[src/rtl/sift_pkg.sv]
package sift_pkg;

    // Decision taken by the detector at each clock edge
    typedef enum logic [1:0] {
        SIFT_HOLD  = 2'd0,  // no active channel judged faulty
        SIFT_DROP  = 2'd1,  // faulty channels removed, two or more remain
        SIFT_STUCK = 2'd2   // removal would leave fewer than two: flag instead
    } sift_act_e;

    localparam int unsigned SIFT_MIN_LEFT = 2;

    // A channel is in the minority when its disagreements exceed half its peers
    function automatic logic in_minority(input int unsigned disagree_cnt,
                                         input int unsigned peer_cnt);
        return (2 * disagree_cnt) > peer_cnt;
    endfunction

endpackage

[src/rtl/sift_cmp_matrix.sv]
module sift_cmp_matrix #(
    parameter int unsigned NCH = 5,
    parameter int unsigned W   = 8
) (
    input  logic [NCH*W-1:0]   ch_data,
    output logic [NCH*NCH-1:0] agree     // bit i*NCH+j: channel i equals channel j
);
    for (genvar i = 0; i < NCH; i++) begin : g_row
        for (genvar j = 0; j < NCH; j++) begin : g_col
            if (i == j) begin : g_self
                assign agree[i*NCH+j] = 1'b1;
            end else begin : g_pair
                assign agree[i*NCH+j] = (ch_data[i*W +: W] == ch_data[j*W +: W]);
            end
        end
    end
endmodule

[src/rtl/sift_detector.sv]
module sift_detector
    import sift_pkg::*;
#(
    parameter int unsigned NCH = 5
) (
    input  logic               clk,
    input  logic               rst,
    input  logic [NCH*NCH-1:0] agree,
    output logic [NCH-1:0]     active,
    output logic               fatal
);
    logic [NCH-1:0] faulty;
    logic [NCH-1:0] keep;
    sift_act_e      action;

    always_comb begin
        for (int i = 0; i < NCH; i++) begin
            logic [NCH-1:0] peers;
            logic [NCH-1:0] differ;
            peers     = active;
            peers[i]  = 1'b0;
            differ    = peers & ~agree[i*NCH +: NCH];
            faulty[i] = active[i] &&
                        in_minority($countones(differ), $countones(peers));
        end
        keep = active & ~faulty;
        if (faulty == '0)
            action = SIFT_HOLD;
        else if ($countones(keep) >= SIFT_MIN_LEFT)
            action = SIFT_DROP;
        else
            action = SIFT_STUCK;
    end

    always_ff @(posedge clk) begin
        if (rst) begin
            active <= '1;
            fatal  <= 1'b0;
        end else begin
            unique case (action)
                SIFT_DROP:  active <= keep;
                SIFT_STUCK: fatal  <= 1'b1;
                default:    ;
            endcase
        end
    end
endmodule

[src/rtl/sift_collector.sv]
module sift_collector #(
    parameter int unsigned NCH = 5,
    parameter int unsigned W   = 8
) (
    input  logic [NCH*W-1:0]   ch_data,
    input  logic [NCH*NCH-1:0] agree,
    input  logic [NCH-1:0]     active,
    output logic [W-1:0]       out_data
);
    logic [NCH-1:0] backed;

    always_comb begin
        out_data = '0;
        for (int i = 0; i < NCH; i++) begin
            logic [NCH-1:0] partners;
            partners    = active & agree[i*NCH +: NCH];
            partners[i] = 1'b0;
            backed[i]   = active[i] && (partners != '0);
            if (backed[i])
                out_data = out_data | ch_data[i*W +: W];
        end
    end
endmodule

[src/rtl/sift_out_unit.sv]
module sift_out_unit #(
    parameter int unsigned NCH = 5,
    parameter int unsigned W   = 8
) (
    input  logic             clk,
    input  logic             rst,
    input  logic [NCH*W-1:0] ch_data,
    output logic [W-1:0]     out_data,
    output logic [NCH-1:0]   active,
    output logic             fatal
);
    localparam int unsigned PAIRS = NCH * NCH;

    logic [PAIRS-1:0] agree;

    sift_cmp_matrix #(.NCH(NCH), .W(W)) u_cmp (
        .ch_data (ch_data),
        .agree   (agree)
    );

    sift_detector #(.NCH(NCH)) u_det (
        .clk    (clk),
        .rst    (rst),
        .agree  (agree),
        .active (active),
        .fatal  (fatal)
    );

    sift_collector #(.NCH(NCH), .W(W)) u_col (
        .ch_data  (ch_data),
        .agree    (agree),
        .active   (active),
        .out_data (out_data)
    );
endmodule

[config.mk]
export PLATFORM = sky130hd
export DESIGN_NAME = sift_out_unit
export DESIGN_NICKNAME = d
export VERILOG_FILES = /design/src/rtl/sift_pkg.sv /design/src/rtl/sift_cmp_matrix.sv /design/src/rtl/sift_detector.sv /design/src/rtl/sift_collector.sv /design/src/rtl/sift_out_unit.sv
export SDC_FILE = /design/constraint.sdc
export NUM_CORES = 1
export LEC_CHECK = 0
export CAP_MARGIN = 20
export CORE_MARGIN = 2
export CORE_UTILIZATION = 40
export CTS_BUF_LIST = sky130_fd_sc_hd__clkbuf_2 sky130_fd_sc_hd__clkbuf_4 sky130_fd_sc_hd__clkbuf_8
export CTS_CLUSTER_SIZE = 8
export DETAILED_ROUTE_END_ITERATION = 7
export HOLD_SLACK_MARGIN = 0.08
export PLACE_DENSITY = 0.64
export SLEW_MARGIN = 20
export SYNTH_ARGS = -nofsm -noshare
export SYNTH_HDL_FRONTEND = slang
export SYNTH_SLANG_ARGS = --single-unit
export TNS_END_PERCENT = 30
[constraint.sdc]
create_clock -name clk -period 10.9 [get_ports clk]
set_input_delay 2.18 -clock clk [delete_from_list [all_inputs] [get_ports clk]]
set_output_delay 2.18 -clock clk [all_outputs]
set_load 0.02 [all_outputs]
==> results_dict.tcl <==
set metrics [dict create \
    status "complete, no violations" \
    fin_hold_ws_ns 0.4388 \
    num_rows 30 \
    antenna_found_initial 0 \
    finalSetupViolCount 0 \
    cts_sinks 6 \
    cts-buffers-inserted 3 \
    p_seq_frac 0.091 \
    vias 2518 \
    pre_cts_ws_ns 3.386 \
    synth_warnings 0 \
    hpwlAfterDp_um 6052 \
    peakVddDrop_uv 136.2 \
    p_leak_nw 1.318 \
    cts_root_buf "clkbuf_8" \
    max_freq_mhz 134.9 \
    antenna_left 0 \
    pwr-share-clk 0.041 \
    ctsHoldBuffers 0 \
    gp_congestion 0.9419 \
    io_pins 56 \
    path_max_fanout 6 \
    fillers 664 \
    drv_cap 0 \
    max_slew_margin 0.3293 \
    synth_fp_nets 427 \
    cp_data_required_time_ns 11.01 \
    p_comb_frac 0.868 \
    power_mw 0.7711 \
    p_sw_mw 0.4163 \
    dpl.cell_count 433 \
    post-route-util 0.4758 \
    synth_seq_cells 6 \
    async_reset_ff_frac 0 \
    fin_ws_ns 3.489 \
    synthDistinctLibCells 30 \
    cp.arrival_ns 7.52 \
    rsz0062_at_grt "no" \
    cellPowerDensity_mw_per_mm2 241.2 \
    post-cts-setup-buffers 0 \
    die_area_mm2 0.007581 \
    finalCritPeriodShare 0.6799 \
    die_w_um 87.07 \
    critPathCaptureType "flop" \
    place_area_mm2 0.003156 \
    first_iter_violations 123 \
    stdcell_count 436 \
    area_delta_synth_final_pct 15.82 \
    cts_tree "done" \
    grtUsageTotal 0.2089 \
    grt_max_degree 22 \
    ys_seq_area_frac 0.04352 \
    syn_area_mm2 0.002760 \
    timing.setup.tns_ns 0 \
    drtPass1Iterations 5 \
    ys.flop_type "dfxtp_1" \
    hold_viol 0 \
    synth_edf_count 0 \
    path_clk_slew_ns 0.03 \
    clockBufferDepth 2 \
    grt_pass1_vias 2491 \
    worst_pin_slew_ns 1.005 \
    synth_area_per_cell_um2 8.047 \
    grt-ovfl-total 0 \
    grt_first_pass_wirelength_um 12490 \
    drv_slew 0 \
    io_buffer_count 55 \
    coreArea_mm2 0.006719 \
    drcViolationCount 0 \
    diodes 0 \
    vias_per_cell 5.775 \
    die-height_um 87.07 \
    start_util 0.4108 \
    cts-resized-gates 0 \
    drt_wl_total_um 7607 \
    wire_per_inst_um 17.45 \
    hold_path.class "flop to flop" \
    skew_ns 0.00008213 \
    crit_type "input pin to flop" \
    finalInstanceArea_mm2 0.003197 \
    nets 442 \
    htree_num_levels 1 \
    start_kind "input pin" \
    p_int_mw 0.3548 \
    clock_latency_ns 0.22 \
    period_minus_slack_ns 7.411 \
    drive_gt1_frac 0.05899 \
    synthCells 343 \
    sw_frac_of_total 0.5399 \
]
-- critical path: stages --
cell and delay, ns:
clkdlybuf4s50_1 0.55, xor2_1 0.22, nor4_1 0.72, a21boi_0 0.20
ha_1 0.34, fa_1 0.45, fa_1 0.51, nor2b_1 0.18
a21oi_1 0.09, a31oi_1 0.27, nor2_1 0.09, ha_1 0.29
ha_1 0.30, a31oi_1 0.22, fa_1 0.44, nand2_1 0.15
o21ai_0 0.12, a21o_1 0.18
-- cell families after synthesis --
kind of cell,share of synthesized area
fa+ha+maj,0.2312
flops,0.04352
simple gates,0.1918
compound gates,0.1451
buf+inv,0.1346
xor+xnor,0.2539
-- final timing paths --
kind,from,endpoint,slack [ns],cells after the start
setup / recovery,ch_data[12],u_det.active[4]$_SDFFE_PP1N_,3.49,18
hold / removal,u_det.fatal$_SDFFE_PP0N_,u_det.fatal$_SDFFE_PP0N_,0.44,2
setup reg to reg,u_det.active[4]$_SDFFE_PP1N_,u_det.active[4]$_SDFFE_PP1N_,5.97,17
hold reg to reg,u_det.fatal$_SDFFE_PP0N_,u_det.fatal$_SDFFE_PP0N_,0.44,2
-- cell type report --
| cell class | count | area, um2 | area share |
|---|---|---|---|
| tap | 80 | 100.1 | 0.03131 |
| sequential | 6 | 120.1 | 0.03757 |
| clock buffer | 3 | 41.29 | 0.01292 |
| timing repair buffer | 55 | 550.5 | 0.1722 |
| multi-input combinational | 261 | 2268 | 0.7096 |
| inverter | 31 | 116.4 | 0.03640 |
-- power groups by stage --
stage	clock network, mW	logic, mW	registers, mW
2_1_floorplan	0	0.518	0.0558
3_3_place_gp	0	0.640	0.0695
3_5_place_dp	0	0.675	0.0698
4_1_cts	0.0326	0.679	0.0698
5_1_grt	0.0347	0.801	0.0728
6_report	0.0319	0.669	0.0702
-- metal layers --
layer / routed length (um) / track usage / share of wire
met1: 3368 / 0.2794 / 0.44
met2: 3604 / 0.3581 / 0.47
met3: 462 / 0.01043 / 0.061
met4: 172 / 0.06960 / 0.023
met5: 0 / 0 / 0
-- sequential cells by signal (all words and copies together), names as in the netlist --
register and flops:
u_det.fatal 1, u_det.active 5
-- layout by cell type, fill, tap and decap left out, drive strengths merged --
master | synthesis | routed
o2111ai | 4 | 4
a21oi | 19 | 19
ha | 27 | 27
a31oi | 6 | 6
a22oi | 5 | 5
nand4 | 5 | 5
a41oi | 2 | 2
nand3 | 36 | 36
a31o | 1 | 1
inv | 31 | 31
clkdlybuf4s50 | 0 | 55
a21o | 5 | 5
o21ai | 1 | 1
a2bb2oi | 1 | 1
nand2 | 16 | 16
clkbuf | 10 | 3
nor2 | 4 | 4
xor2 | 80 | 80
a32oi | 6 | 6
nor2b | 5 | 5
nor4 | 20 | 20
and2 | 1 | 1
a21boi | 2 | 2
dfxtp | 6 | 6
fa | 15 | 15
-- cells in the mapped netlist (2+ instances only) --
cell type,instances,area share
nand2_1,16,0.022
nor2b_1,5,0.011
buf_4,2,0.0054
a21oi_1,19,0.034
nand3_1,35,0.063
a32oi_1,6,0.019
a22oi_1,5,0.014
ha_1,27,0.12
nor4_2,12,0.054
clkbuf_1,10,0.014
buf_2,27,0.049
fa_1,15,0.11
o2111ai_2,2,0.011
inv_1,31,0.042
a21boi_0,2,0.0054
nand4_1,5,0.011
buf_6,6,0.024
xor2_1,80,0.25
nor4_1,8,0.018
a21o_1,5,0.014
a31oi_1,6,0.014
nor2_1,4,0.0054
dfxtp_1,6,0.044
o2111ai_1,2,0.0063
a41oi_4,2,0.020
(Power assumes the default switching activity.)
